### src/rtl/ser_pkg.sv
package ser_pkg;
  localparam int DATA_W = 8;
  localparam int NCH    = 2;
  localparam int PTR_W  = 4;
  localparam int CH_B   = 0;
  localparam int CH_A   = 1;

  localparam logic [2:0] CMD_HI      = 3'b001;
  localparam logic [2:0] CMD_CLR_TX  = 3'b101;
  localparam logic [2:0] CMD_CLR_IUS = 3'b111;

  localparam logic [PTR_W-1:0] P_IEN  = 4'd1;
  localparam logic [PTR_W-1:0] P_RXC  = 4'd3;
  localparam logic [PTR_W-1:0] P_TXC  = 4'd5;
  localparam logic [PTR_W-1:0] P_RST  = 4'd9;
  localparam logic [PTR_W-1:0] P_EXT  = 4'd15;

  localparam logic [DATA_W-1:0] SPEC_RST = 8'h07;

  typedef enum logic [1:0] {VK_IDLE, VK_RX, VK_TX} vkind_e;

  function automatic logic [DATA_W-1:0] vcode(vkind_e k, logic is_a, logic hi);
    logic [DATA_W-1:0] v;
    unique case (k)
      VK_RX:   v = is_a ? (hi ? 8'h30 : 8'h0C) : (hi ? 8'h20 : 8'h04);
      VK_TX:   v = is_a ? (hi ? 8'h10 : 8'h08) : 8'h00;
      default: v = hi ? 8'h60 : 8'h06;
    endcase
    return v;
  endfunction
endpackage

### src/rtl/ser_chan.sv
module ser_chan
  import ser_pkg::*;
(
  input  logic              clk_i,
  input  logic              rst_ni,
  input  logic              sel_i,
  input  logic              ctrl_i,
  input  logic              wr_i,
  input  logic              rd_i,
  input  logic [DATA_W-1:0] wdata_i,
  input  logic              chan_rst_i,
  input  logic              rx_valid_i,
  input  logic [DATA_W-1:0] rx_data_i,
  input  logic              brk_i,
  output logic [PTR_W-1:0]  ptr_o,
  output logic [1:0]        rst_req_o,
  output logic              clr_tx_o,
  output logic              clr_ius_o,
  output logic              data_rd_o,
  output logic              data_wr_o,
  output logic              rx_acc_o,
  output logic              rx_ready_o,
  output logic              tx_valid_o,
  output logic [DATA_W-1:0] tx_data_o,
  output logic [DATA_W-1:0] rx_byte_o,
  output logic [DATA_W-1:0] status_o,
  output logic              int_en_o,
  output logic              tx_ie_o,
  output logic [1:0]        rx_mode_o,
  output logic              brk_ie_o,
  output logic              hi_o,
  output logic              brk_o
);
  logic [PTR_W-1:0]  ptr_q;
  logic              rx_en_q, tx_en_q, rxav_q;
  logic [DATA_W-1:0] rx_byte_q;
  logic              ctrl_wr, ctrl_rd, wr_rst;
  logic [2:0]        cmd;

  assign ctrl_wr   = sel_i & ctrl_i & wr_i;
  assign ctrl_rd   = sel_i & ctrl_i & rd_i;
  assign data_wr_o = sel_i & ~ctrl_i & wr_i;
  assign data_rd_o = sel_i & ~ctrl_i & rd_i;
  assign cmd       = wdata_i[5:3];
  assign wr_rst    = ctrl_wr && (ptr_q == P_RST) && (wdata_i[7:6] != 2'b00);
  assign rst_req_o = wr_rst ? wdata_i[7:6] : 2'b00;
  assign clr_tx_o  = ctrl_wr && (ptr_q == '0) && (cmd == CMD_CLR_TX);
  assign clr_ius_o = ctrl_wr && (ptr_q == '0) && (cmd == CMD_CLR_IUS);
  assign rx_ready_o = rx_en_q & ~rxav_q;
  assign rx_acc_o   = rx_valid_i & rx_ready_o & ~chan_rst_i;
  assign ptr_o      = ptr_q;
  assign rx_byte_o  = rx_byte_q;
  assign status_o   = {brk_o, 1'b1, 3'b000, 1'b1, 1'b0, rxav_q};

  always_ff @(posedge clk_i or negedge rst_ni) begin
    if (!rst_ni) begin
      ptr_q <= '0; rx_en_q <= 1'b0; tx_en_q <= 1'b0; rxav_q <= 1'b0;
      rx_byte_q <= '0; int_en_o <= 1'b0; tx_ie_o <= 1'b0; rx_mode_o <= 2'b00;
      brk_ie_o <= 1'b1; hi_o <= 1'b0; brk_o <= 1'b0;
      tx_valid_o <= 1'b0; tx_data_o <= '0;
    end else if (chan_rst_i) begin
      ptr_q <= '0; rx_en_q <= 1'b0; tx_en_q <= 1'b0; rxav_q <= 1'b0;
      rx_byte_q <= '0; int_en_o <= 1'b0; tx_ie_o <= 1'b0; rx_mode_o <= 2'b00;
      brk_ie_o <= 1'b1; hi_o <= 1'b0; brk_o <= 1'b0;
      tx_valid_o <= 1'b0; tx_data_o <= '0;
    end else begin
      if (ctrl_rd) ptr_q <= '0;
      else if (ctrl_wr) begin
        if (ptr_q == '0)  ptr_q <= {cmd == CMD_HI, wdata_i[2:0]};
        else if (!wr_rst) ptr_q <= '0;
        unique case (ptr_q)
          P_IEN: begin int_en_o <= wdata_i[0]; tx_ie_o <= wdata_i[1]; rx_mode_o <= wdata_i[4:3]; end
          P_RXC: rx_en_q <= wdata_i[0];
          P_TXC: tx_en_q <= wdata_i[3];
          P_RST: if (wdata_i[7:6] == 2'b00) hi_o <= wdata_i[4];
          P_EXT: brk_ie_o <= wdata_i[7];
          default: ;
        endcase
      end
      if (rx_acc_o) begin rxav_q <= 1'b1; rx_byte_q <= rx_data_i; end
      else if (data_rd_o) rxav_q <= 1'b0;
      if (brk_i) brk_o <= 1'b1;
      tx_valid_o <= data_wr_o & tx_en_q;
      if (data_wr_o) tx_data_o <= wdata_i;
    end
  end

  AST_PTR_RETURN: assert property (@(posedge clk_i) disable iff (!rst_ni)
    ((ctrl_rd || (ctrl_wr && ptr_q != '0 && !wr_rst)) && !chan_rst_i) |=> (ptr_q == '0));
  AST_RX_HOLD: assert property (@(posedge clk_i) disable iff (!rst_ni)
    (rxav_q && !data_rd_o && !chan_rst_i) |=> (rxav_q && $stable(rx_byte_q)));
  AST_TX_GATE: assert property (@(posedge clk_i) disable iff (!rst_ni)
    (data_wr_o && !tx_en_q) |=> !tx_valid_o);
endmodule

### src/rtl/ser_irq.sv
module ser_irq
  import ser_pkg::*;
(
  input  logic              clk_i,
  input  logic              rst_ni,
  input  logic [NCH-1:0]    chan_rst_i,
  input  logic [NCH-1:0]    clr_tx_i,
  input  logic [NCH-1:0]    clr_ius_i,
  input  logic [NCH-1:0]    clr_rx_i,
  input  logic [NCH-1:0]    set_tx_i,
  input  logic [NCH-1:0]    set_rx_i,
  input  logic [NCH-1:0]    hi_i,
  input  logic [NCH-1:0]    int_en_i,
  input  logic [NCH-1:0]    tx_ie_i,
  input  logic [2*NCH-1:0]  rx_mode_i,
  input  logic [NCH-1:0]    brk_ie_i,
  input  logic [NCH-1:0]    brk_i,
  output logic [DATA_W-1:0] vec_o,
  output logic [DATA_W-1:0] pend_o,
  output logic              irq_o
);
  logic [NCH-1:0] rxp_q, txp_q, rxs_q, txs_q;
  logic [NCH-1:0] rxp_n, txp_n, rxs_n, txs_n, req, ext;
  logic [DATA_W-1:0] vec_q, vec_n;

  always_comb begin
    logic do_crx, do_ctx;
    do_crx = 1'b0; do_ctx = 1'b0;
    rxp_n = rxp_q; txp_n = txp_q; rxs_n = rxs_q; txs_n = txs_q; vec_n = vec_q;
    for (int c = 0; c < NCH; c++)
      if (chan_rst_i[c]) begin
        rxp_n[c] = 1'b0; txp_n[c] = 1'b0; rxs_n[c] = 1'b0; txs_n[c] = 1'b0;
        if (c == CH_B) vec_n = '0;
      end
    for (int c = 0; c < NCH; c++) begin
      do_crx = clr_rx_i[c] | (clr_ius_i[c] & rxs_n[c]);
      do_ctx = clr_tx_i[c] | (clr_ius_i[c] & ~rxs_n[c] & txs_n[c]);
      if (do_crx) begin
        rxp_n[c] = 1'b0; rxs_n[c] = 1'b0; vec_n = vcode(VK_IDLE, c == CH_A, hi_i[c]);
        if (txp_n[c]) begin txs_n[c] = 1'b1; vec_n = vcode(VK_TX, c == CH_A, hi_i[c]); end
      end
      if (do_ctx) begin
        txp_n[c] = 1'b0; txs_n[c] = 1'b0; vec_n = vcode(VK_IDLE, c == CH_A, hi_i[c]);
        if (rxp_n[c]) begin rxs_n[c] = 1'b1; vec_n = vcode(VK_RX, c == CH_A, hi_i[c]); end
      end
    end
    for (int c = 0; c < NCH; c++)
      if (set_tx_i[c]) begin
        txp_n[c] = 1'b1;
        if (!rxs_n[c]) begin txs_n[c] = 1'b1; vec_n = vcode(VK_TX, c == CH_A, hi_i[c]); end
      end
    for (int c = 0; c < NCH; c++)
      if (set_rx_i[c]) begin
        rxp_n[c] = 1'b1;
        if (!txs_n[c]) begin rxs_n[c] = 1'b1; vec_n = vcode(VK_RX, c == CH_A, hi_i[c]); end
      end
  end

  always_ff @(posedge clk_i or negedge rst_ni) begin
    if (!rst_ni) begin
      rxp_q <= '0; txp_q <= '0; rxs_q <= '0; txs_q <= '0; vec_q <= '0;
    end else begin
      rxp_q <= rxp_n; txp_q <= txp_n; rxs_q <= rxs_n; txs_q <= txs_n; vec_q <= vec_n;
    end
  end

  for (genvar g = 0; g < NCH; g++) begin : g_req
    logic rx_mode_ok;
    assign rx_mode_ok = (rx_mode_i[2*g+:2] == 2'b01) || (rx_mode_i[2*g+:2] == 2'b10);
    assign ext[g] = brk_i[g] & brk_ie_i[g];
    assign req[g] = int_en_i[g] & ((tx_ie_i[g] & txp_q[g]) | (rx_mode_ok & rxp_q[g]) | ext[g]);
  end

  assign irq_o  = |req;
  assign vec_o  = vec_q;
  assign pend_o = {2'b00, rxp_q[CH_A], txp_q[CH_A], ext[CH_A], rxp_q[CH_B], txp_q[CH_B], ext[CH_B]};

  AST_SVC_EXCL: assert property (@(posedge clk_i) disable iff (!rst_ni)
    (rxs_q & txs_q) == '0);
  AST_SVC_PEND: assert property (@(posedge clk_i) disable iff (!rst_ni)
    ((rxs_q & ~rxp_q) | (txs_q & ~txp_q)) == '0);
  AST_VEC_B_RST: assert property (@(posedge clk_i) disable iff (!rst_ni)
    chan_rst_i[CH_B] |=> (vec_q == '0));
endmodule

### src/rtl/dual_serial_regs.sv
module dual_serial_regs
  import ser_pkg::*;
(
  input  logic                  clk_i,
  input  logic                  rst_ni,
  input  logic [2:1]            addr_i,
  input  logic                  wr_i,
  input  logic                  rd_i,
  input  logic [DATA_W-1:0]     wdata_i,
  output logic [DATA_W-1:0]     rdata_o,
  input  logic [NCH-1:0]        rx_valid_i,
  input  logic [NCH*DATA_W-1:0] rx_data_i,
  output logic [NCH-1:0]        rx_ready_o,
  input  logic [NCH-1:0]        brk_i,
  output logic [NCH-1:0]        tx_valid_o,
  output logic [NCH*DATA_W-1:0] tx_data_o,
  output logic                  irq_o
);
  logic [PTR_W-1:0]  ptr    [NCH];
  logic [DATA_W-1:0] rxb    [NCH];
  logic [DATA_W-1:0] status [NCH];
  logic [1:0]        rst_req [NCH];
  logic [NCH-1:0] chan_rst, clr_tx, clr_ius, data_rd, data_wr, rx_acc;
  logic [NCH-1:0] int_en, tx_ie, brk_ie, hi, brk;
  logic [2*NCH-1:0] rx_mode;
  logic [DATA_W-1:0] vec, pend;

  assign chan_rst = rst_req[CH_B] | rst_req[CH_A];

  for (genvar g = 0; g < NCH; g++) begin : g_ch
    ser_chan u_chan (
      .clk_i, .rst_ni,
      .sel_i      (addr_i[2] == g[0]),
      .ctrl_i     (~addr_i[1]),
      .wr_i, .rd_i, .wdata_i,
      .chan_rst_i (chan_rst[g]),
      .rx_valid_i (rx_valid_i[g]),
      .rx_data_i  (rx_data_i[g*DATA_W+:DATA_W]),
      .brk_i      (brk_i[g]),
      .ptr_o      (ptr[g]),
      .rst_req_o  (rst_req[g]),
      .clr_tx_o   (clr_tx[g]),
      .clr_ius_o  (clr_ius[g]),
      .data_rd_o  (data_rd[g]),
      .data_wr_o  (data_wr[g]),
      .rx_acc_o   (rx_acc[g]),
      .rx_ready_o (rx_ready_o[g]),
      .tx_valid_o (tx_valid_o[g]),
      .tx_data_o  (tx_data_o[g*DATA_W+:DATA_W]),
      .rx_byte_o  (rxb[g]),
      .status_o   (status[g]),
      .int_en_o   (int_en[g]),
      .tx_ie_o    (tx_ie[g]),
      .rx_mode_o  (rx_mode[2*g+:2]),
      .brk_ie_o   (brk_ie[g]),
      .hi_o       (hi[g]),
      .brk_o      (brk[g])
    );
  end

  ser_irq u_irq (
    .clk_i, .rst_ni,
    .chan_rst_i (chan_rst),
    .clr_tx_i   (clr_tx),
    .clr_ius_i  (clr_ius),
    .clr_rx_i   (data_rd),
    .set_tx_i   (data_wr),
    .set_rx_i   (rx_acc),
    .hi_i       (hi),
    .int_en_i   (int_en),
    .tx_ie_i    (tx_ie),
    .rx_mode_i  (rx_mode),
    .brk_ie_i   (brk_ie),
    .brk_i      (brk),
    .vec_o      (vec),
    .pend_o     (pend),
    .irq_o
  );

  always_comb begin
    rdata_o = '0;
    if (addr_i[1]) rdata_o = rxb[addr_i[2]];
    else
      unique case (ptr[addr_i[2]])
        4'd0:    rdata_o = status[addr_i[2]];
        4'd1:    rdata_o = SPEC_RST;
        4'd2:    rdata_o = vec;
        4'd3:    rdata_o = addr_i[2] ? pend : '0;
        default: rdata_o = '0;
      endcase
  end
endmodule

### config.mk
export PLATFORM = sky130hd
export DESIGN_NAME = dual_serial_regs
export DESIGN_NICKNAME = d
export VERILOG_FILES = /design/src/rtl/ser_pkg.sv /design/src/rtl/ser_chan.sv /design/src/rtl/ser_irq.sv /design/src/rtl/dual_serial_regs.sv
export SDC_FILE = /design/constraint.sdc
export NUM_CORES = 1
export LEC_CHECK = 0
export CAP_MARGIN = 5
export CORE_MARGIN = 2
export CORE_UTILIZATION = 50
export CTS_BUF_LIST = sky130_fd_sc_hd__clkbuf_4
export CTS_CLUSTER_SIZE = 8
export DETAILED_ROUTE_END_ITERATION = 7
export GPL_TIMING_DRIVEN = 0
export PLACE_DENSITY_LB_ADDON = 0.15
export SLEW_MARGIN = 40
export SYNTH_ARGS = -nofsm -noshare
export SYNTH_HDL_FRONTEND = slang
export SYNTH_HIERARCHICAL = 1
export SYNTH_SLANG_ARGS = --single-unit
### constraint.sdc
create_clock -name clk_i -period 6.6 [get_ports clk_i]
set_input_delay 1.65 -clock clk_i [delete_from_list [all_inputs] [get_ports clk_i]]
set_output_delay 1.65 -clock clk_i [all_outputs]
set_load 0.01 [all_outputs]
# ---- Word-level counts from Yosys, hierarchy flattened
# Cells that the tools add are included.
dict set report classes {
  magnitude_cmp 1
  n_eq_ne 24
  n_mux 159
  n_bitwise 52
  n_reduce_logical 54
}
# operator n
set ops {}
lappend ops {{8-bit two-way mux} 32}
lappend ops {{1-bit two-way mux} 97}
lappend ops {{4-bit two-way mux} 13}
lappend ops {{2-bit nonzero test} 21}
lappend ops {{1-bit bitwise AND} 34}
lappend ops {{8-bit case mux with 4 select lines} 1}
lappend ops {{3-bit AND reduction} 8}
lappend ops {{2-bit two-way mux} 10}
lappend ops {{6-bit two-way mux} 3}
lappend ops {{4-bit by 2-bit equality test with 1-bit output (second input constant)} 4}
lappend ops {{4-bit equality test (second input constant)} 4}
lappend ops {{7-bit two-way mux} 2}
lappend ops {{4-bit by 1-bit equality test with 1-bit output (second input constant)} 3}
lappend ops {{4-bit logical NOT} 3}
lappend ops {{3-bit nonzero test} 4}
lappend ops {{1-bit logical AND} 10}
lappend ops {{4-bit by 3-bit equality test with 1-bit output (second input constant)} 2}
lappend ops {{4-bit by 3-bit != test with 1-bit output (second input constant)} 2}
lappend ops {{1-bit inverter} 8}
lappend ops {{1-bit bitwise OR} 8}
lappend ops {{4-bit AND reduction} 2}
lappend ops {{3-bit equality test (second input constant)} 2}
lappend ops {{5-bit two-way mux} 1}
lappend ops {{2-bit by 1-bit equality test with 1-bit output (second input constant)} 2}
lappend ops {{other kinds (10)} 14}
dict set report word_totals {
  register_bits 78
  in_bits 34
  word_cells 321
}

# ---- Depth between registers and ports, before layout
# Gate-level depths: netlist of the first run.
dict set report depth {
  word_depth 23
  ltp_mapped 13
}

# ---- Cells and area by module
# The synthesis of the first run kept the hierarchy.
# module instances cells_per_inst area_each_um2 seq_area_each_um2
set by_module_without_submodules {}
lappend by_module_without_submodules {ser_chan 2 150 1575.3 777.0}
lappend by_module_without_submodules {ser_irq 1 133 1181.1 400.4}
lappend by_module_without_submodules {dual_serial_regs 1 69 533.0 0.0}

# ---- Worst setup path after synthesis of the first run
# Ideal clock, no wire load.
dict set report synth_timing {
  kind {in2out}
  startpoint {input port addr_i[2] (netlist name)}
  endpoint {output port rdata_o[6]}
  arrival_ns 2.658
  setup_slack_ns 2.292
  stages 4
  cell_sequence {nor4_1 nor2_1 o32a_1 a221oi_2}
}
dict set report synth_between {
  elab_chain_cells 7
}
# item line_no
set synth_rtl {}
lappend synth_rtl {{from (decl)} dual_serial_regs.sv:6} ;# input logic [2:1] addr_i,
lappend synth_rtl {{1-bit inverter with 2-bit output (not written as such) *} {dual_serial_regs.sv:82, dual_serial_regs.sv:84}}
lappend synth_rtl {{4-bit two-way mux (not written as such) (3 in a row)} dual_serial_regs.sv:84} ;# unique case (ptr[addr_i[2]])
lappend synth_rtl {{4-bit by 2-bit equality test with 1-bit output, or another cell as far along} dual_serial_regs.sv:84}
lappend synth_rtl {{8-bit case mux with 4 select lines} dual_serial_regs.sv:84}
lappend synth_rtl {{8-bit two-way mux *} dual_serial_regs.sv:82} ;# if (addr_i[1]) rdata_o = rxb[addr_i[2]];
lappend synth_rtl {{to (decl)} dual_serial_regs.sv:10} ;# output logic [DATA_W-1:0] rdata_o,
# Mark *: on every way between the ends. The rest lies on a longest branch, timed or not. The select of a mux whose other input is x is not followed.

# ---- Worst setup path after layout of the first run
dict set report layout_timing {
  startpoint {input port addr_i[2] (netlist name)}
  endpoint {output port rdata_o[0]}
}
dict set report layout_between {
  elab_chain_cells 7
}
# item line_no
set layout_rtl {}
lappend layout_rtl {{1-bit inverter with 2-bit output (not written as such)} {dual_serial_regs.sv:82, dual_serial_regs.sv:84, dual_serial_regs.sv:85}}
lappend layout_rtl {{4-bit two-way mux (not written as such) (3 in a row)} dual_serial_regs.sv:84}
lappend layout_rtl {{4-bit by 2-bit equality test with 1-bit output, or another cell as far along} dual_serial_regs.sv:84}
lappend layout_rtl {{8-bit case mux with 4 select lines} dual_serial_regs.sv:84}
lappend layout_rtl {{8-bit two-way mux *} dual_serial_regs.sv:82}
# Marked as above.

==> results of run 1 <==
[through the flow]
stage,worst slack [ns],cell area (um2)
3_5_place_dp,0.786,5700
5_1_grt,0.665,5870
6_report,0.752,5870
2_1_floorplan,2.29,4900
3_3_place_gp,0.830,5680
4_1_cts,0.786,5870
[area by class of cell]
type / count / area [um2]
well taps: 129 / 161
repair buffers: 63 / 642
clock buffers: 11 / 82.6
flip-flops and latches: 78 / 1950
fillers: 785 / 3460
plain buffers: 33 / 241
inverters: 17 / 63.8
clock inverters: 5 / 83.8
multi-input cells: 383 / 2640
[placed cells by master (no fill, tap or decap), types with 15 or more instances in the layout]
cell type	instances
dfrtp_1	76
nor2_1	65
clkdlybuf4s50_1	61
mux2i_1	58
nand2_1	24
nand2b_1	23
buf_4	22
o21ai_0	18
inv_1	15
nand3_1	15
[state kept, by name, summed over array words and instances (netlist names), 4 cells and up]
register	count
g_ch.u_chan/ptr_o	8
g_ch.u_chan/rx_byte_o	16
g_ch.u_chan/rx_mode_o	4
g_ch.u_chan/tx_data_o	16
u_irq/vec_o	8
[where the power goes]
part | switching (mW) | leakage (nW) | total, mW | internal, mW
Clock | 0.173 | 0.0837 | 0.337 | 0.164
Sequential | 0.0711 | 1.00 | 0.633 | 0.562
Combinational | 0.184 | 1.71 | 0.393 | 0.208
Total | 0.429 | 2.79 | 1.36 | 0.934
[worst max-delay path by stage]
stage,start,endpoint,slack [ns]
2_1_floorplan,addr_i[2],rdata_o[6],2.29
3_3_place_gp,addr_i[2],rdata_o[1],0.83
3_5_place_dp,addr_i[2],rdata_o[1],0.79
4_1_cts,addr_i[2],rdata_o[1],0.79
5_1_grt,addr_i[2],rdata_o[0],0.67
6_report,addr_i[2],rdata_o[0],0.75
[layer usage]
layer	wire, um	GRT usage
met1	5520	0.342
met2	6080	0.414
met3	617	0.0495
met4	312	0.0892
met5	0	0
[worst max-delay path, delay by kind of cell]
| family | cells | cell delay, ns |
|---|---|---|
| buf+inv | 3 | 1.62 |
| mux | 1 | 0.48 |
| compound gates | 2 | 0.38 |
| simple gates | 1 | 0.05 |
[cell families (layout without fill, tap and decap cells)]
logic type	count (synthesis)	after routing	share of synthesized area
buffers and inverters	50	129	0.0628
multiplexers	65	65	0.136
AO/OA/AOI/OAI	94	94	0.140
other	5	14	0.00386
XOR/XNOR	2	2	0.00360
AND/OR/NAND/NOR	208	208	0.252
flip-flops	78	78	0.402
==> qor.txt, run 1 <==
status: finished clean
Worst Path Required: 4.95 ns
Reg2Reg Capture Point: u_irq/vec_o[3]$_DFF_PN0_
CP max-delay cell: clkdlybuf4s50_1
skew final: 0.0215 ns
worst skew pair latency: 0.42 ns
post-DP HPWL: 9320 um
top-count cell post-synth: dfrtp_1
cell accounting for the most synthesized area: dfrtp_1
Critical Path Fanout Max: 12
minimum clock period after layout: 5.85 ns
Final nets: 619
crit-path most repeated cell: clkdlybuf4s50_1
n_diodes: 0
CTS tree: yes
synth unique cells: 75
layout overhead on the synthesized area: 20.6%
async set or reset register ratio after synthesis: 1.00
row count: 35
Die Y: 103 um
critical path type: primary input to output pin
synth top area cells: dfrtp_1 (39%), mux2i_1 (12%), nor2_1 (5.0%)
Peak Freq: 171 MHz
gpl congestion: 0.874
Final ANT Viol Nets: 0
sequential share of the synthesized area: 0.402
drt first pass iters: 4
final WL: 12500 um
cell count of the worst reg-to-reg path: 11
die width: 103 um
leakage: 2.79 nW
Global Route Usage Sum: 0.255
total power: 1.36 mW
placed cell count: 703
clock transition at the registers of the reported paths: 0.12 ns
DR vias/cell: 5.62
CTS resizes: 0
mean post-synth cell area: 9.69 um2
max cap viols: 0
Vias: 4042
setup TNS: 0 ns
VDD IR-drop max: 0.153 mV
layout cells sized above 1: 0.147
Clock Path Buffers: 2
Slew @ Worst Pin: 0.903 ns
Post-Syn Area: 4860 um2
Max-slew headroom: 0.398
Crit. End Element: output pin
core area: 9330 um2
Synth Register Bits: 78
RSZ-0062 raised after global routing: no
worst r2r src: g_ch[1].u_chan/ptr_o[1]$_DFFE_PN0P_
Finished Layout Cells: 719
number of global-route vias before repair: 4081
share of the synthesized area in the top cell type: 0.391
Final Hold Viols: 0
power density over the cells: 232 nW/um2
commonest cells in the netlist: dfrtp_1 (76), nor2_1 (65), mux2i_1 (58)
IO buf count: 62
Worst Min Path Start: u_irq/vec_o[7]$_DFF_PN0_
Initial DRC Count: 175
yosys warns: 6
DR WL/cell: 17.4 um
final slew viol count: 0
Layout Utilization: 0.629
H-tree lvl count: 3
worst path cell trace: clkdlybuf4s50_1 -> mux2i_2 -> buf_4 -> nor2_1 -> a211o_1 -> o211ai_1 -> clkdlybuf4s50_1
CTS hold repair buffers: 0
critical path's largest stage delay: 0.79 ns
Final Cycle Share: 0.886
# setup viols final: 0
GRT overflow: 0
Post-synth EDFFs: 0
largest net degree at the start of global routing: 42
CP Launch Type: primary input
Post-synth top flop: dfrtp_1
Syn Inst Count: 502
Clock Sinks: 78
total CTS buffers: 9
r2r setup slk: 3.16 ns
hold path depth: 1
Root Buffer: clkbuf_4
WP data arrival: 4.20 ns
worst hold margin: 0.504 ns
Worst Hold End: u_irq/vec_o[7]$_DFF_PN0_
Setup Fix Bufs, Post-CTS: 0
hold crit path type: flop to flop
# DRC: 0
initial antenna violation count: 0
initial core utilization: 0.522
first-pass GRT wire length: 20800 um
Ports: 63
Die ar.: 10500 um2
No activity file was read; power rests on OpenSTA's default activity.
==> inputs of run 2 (changes only) <==
==> constraint.sdc (replaced) <==
create_clock -name clk_i -period 6.6 [get_ports clk_i]
set_input_delay 1.32 -clock clk_i [delete_from_list [all_inputs] [get_ports clk_i]]
set_output_delay 1.32 -clock clk_i [all_outputs]
set_load 0.01 [all_outputs]
==> results of run 2 <==
Same layout as run 1 (identical final DEF). Status: finished clean.
Main changes from that run: setup slack after placement 0.786 ns -> 1.33 ns; setup slack after layout 0.752 ns -> 1.41 ns
==> inputs of run 3 (changes only) <==
==> constraint.sdc (replaced) <==
create_clock -name clk_i -period 4.26 [get_ports clk_i]
set_input_delay 0.852 -clock clk_i [delete_from_list [all_inputs] [get_ports clk_i]]
set_output_delay 0.852 -clock clk_i [all_outputs]
set_load 0.01 [all_outputs]
==> qor.txt, run 3 (synthesis gave the netlist of run 1 again) <==
status: finished clean (unchanged)
Initial DRC Count: 193 (was 175)
initial antenna violation count: 0 (unchanged)
Critical Path Fanout Max: 12 (unchanged)
Setup Fix Bufs, Post-CTS: 0 (unchanged)
Slew @ Worst Pin: 0.606 ns (was 0.903 ns)
# DRC: 0 (unchanged)
post-DP HPWL: 9320 um (unchanged)
layout overhead on the synthesized area: 20.5% (was 20.6%)
minimum clock period after layout: 3.88 ns
max cap viols: 0 (unchanged)
critical path type: primary input to output pin (unchanged)
WP data arrival: 3.02 ns (was 3.87 ns)
leakage: 2.80 nW (was 2.79 nW)
power density over the cells: 360 nW/um2 (was 232 nW/um2)
commonest non-fill, non-tap cell in the layout: dfrtp_1 (unchanged)
worst hold margin: 0.287 ns (was 0.504 ns)
first-pass GRT wire length: 20600 um (was 20800 um)
Crit. End Element: output pin (unchanged)
Fill cells: 781 (was 785)
drt first pass iters: 4 (unchanged)
Finished Layout Cells: 717 (was 719)
core area: 9330 um2 (unchanged)
total power: 2.11 mW (was 1.36 mW)
Die Y: 103 um (unchanged)
Peak Freq: 258 MHz
Final Cycle Share: 0.910
CP Launch Type: primary input (unchanged)
layout cells sized above 1: 0.148 (was 0.147)
die width: 103 um (unchanged)
Max-slew headroom: 0.594 (was 0.398)
Vias: 4063 (was 4042)
number of global-route vias before repair: 4068 (was 4081)
Worst Path Required: 3.41 ns (was 5.28 ns)
RSZ-0062 raised after global routing: no (unchanged)
worst skew pair latency: 0.43 ns (was 0.42 ns)
hold crit path type: primary input to asynchronous set/reset pin (was flop to flop)
Final Hold Viols: 0 (unchanged)
Global Route Usage Sum: 0.253 (was 0.255)
row count: 35 (unchanged)
multi-input logic area: 2640 um2 (unchanged)
n_diodes: 0 (unchanged)
Ports: 63 (unchanged)
H-tree lvl count: 3 (unchanged)
GRT overflow: 0 (unchanged)
Clock Path Buffers: 2 (unchanged)
placed cell count: 703 (unchanged)
final WL: 12400 um (was 12500 um)
Final ANT Viol Nets: 0 (unchanged)
Root Buffer: clkbuf_4 (unchanged)
total CTS buffers: 9 (unchanged)
IO buf count: 62 (unchanged)
clock transition at the registers of the reported paths: 0.15 ns (was 0.12 ns)
initial core utilization: 0.522 (unchanged)
VDD IR-drop max: 0.235 mV (was 0.153 mV)
# setup viols final: 0 (unchanged)
register area: 1950 um2 (unchanged)
largest net degree at the start of global routing: 42 (unchanged)
most frequent cells in the layout: dfrtp_1 (76), nor2_1 (65), clkdlybuf4s50_1 (60), mux2i_1 (58), nand2_1 (24) (was dfrtp_1 (76), nor2_1 (65), clkdlybuf4s50_1 (61), mux2i_1 (58), nand2_1 (24))
CTS tree: yes (unchanged)
DR WL/cell: 17.3 um (was 17.4 um)
skew final: 0.0226 ns (was 0.0215 ns)
DR vias/cell: 5.67 (was 5.62)
Clock Sinks: 78 (unchanged)
Die ar.: 10500 um2 (unchanged)
final slew viol count: 0 (unchanged)
Final nets: 617 (was 619)
gpl congestion: 0.874 (unchanged)
-- run 3: worst max-delay path, stage by stage --
cell and delay [ns]:
dlymetal6s2s_1 0.40, mux2i_2 0.49, buf_4 0.25, nor2_1 0.06, a211o_1 0.27, o211ai_1 0.11
clkdlybuf4s50_1 0.58
-- run 3: cell type report --
cell class | count | share of cell area
Tap cell | 129 | 0.0275
Multi-Input combinational cell | 383 | 0.450
Inverter | 17 | 0.0109
Sequential cell | 78 | 0.333
Clock inverter | 5 | 0.0143
Clock buffer | 11 | 0.0141
Timing Repair Buffer | 63 | 0.110
Buffer | 31 | 0.0399
-- run 3: metrics by stage --
step,setup TNS [ns],utilization,worst slack (ns),cell area (um2)
floorplan,0,-,0.968,4900
global placement,-37.31,0.609,-0.457,5680
detailed placement,-3.84,0.611,-0.542,5700
CTS,0,0.628,0.0421,5860
global route,0,0.629,0.204,5860
finish,0,0.629,0.383,5860
-- run 3: worst paths after layout --
| check | slack, ns | startpoint | endpoint | depth (start not counted) |
|---|---|---|---|---|
| hold / removal | 0.29 | rst_ni | g_ch[1].u_chan/rx_byte_o[7]$_DFFE_PN0P_ | 1 |
| min in group clk_i | 0.50 | u_irq/vec_o[7]$_DFF_PN0_ | u_irq/vec_o[7]$_DFF_PN0_ | 1 |
| setup reg to reg | 1.12 | g_ch[1].u_chan/ptr_o[3]$_DFFE_PN0P_ | u_irq/vec_o[3]$_DFF_PN0_ | 9 |
| hold reg to reg | 0.50 | u_irq/vec_o[7]$_DFF_PN0_ | u_irq/vec_o[7]$_DFF_PN0_ | 1 |
| max in group asynchronous | 3.36 | rst_ni | g_ch[0].u_chan/brk_ie_o$_DFFE_PN1P_ | 2 |
| setup / recovery | 0.38 | addr_i[2] | rdata_o[0] | 7 |
-- run 3: repair_timing --
action | 4_1_cts | 5_1_grt
gates resized for setup | 0 | 1
endpoints found under the setup margin | 4 | 11
hold endpoints to repair | 0 | 0
hold buffers | 0 | 0
-- run 3: report_power, final --
part / total [mW] / internal [mW] / switching (mW) / leakage, nW
Sequential: 0.981 / 0.870 / 0.111 / 1.00
Combinational: 0.608 / 0.323 / 0.286 / 1.72
Clock: 0.522 / 0.253 / 0.269 / 0.0837
Total: 2.11 / 1.45 / 0.665 / 2.80
-- run 3: metal layers --
| metal | track usage | part of all wire | up-vias |
|---|---|---|---|
| met3 | 0.0461 | 0.048 | 21 |
| li1 | - | - | 1932 |
| met5 | 0 | 0 | - |
| met2 | 0.410 | 0.48 | 128 |
| met1 | 0.343 | 0.45 | 1982 |
| met4 | 0.0851 | 0.022 | 0 |
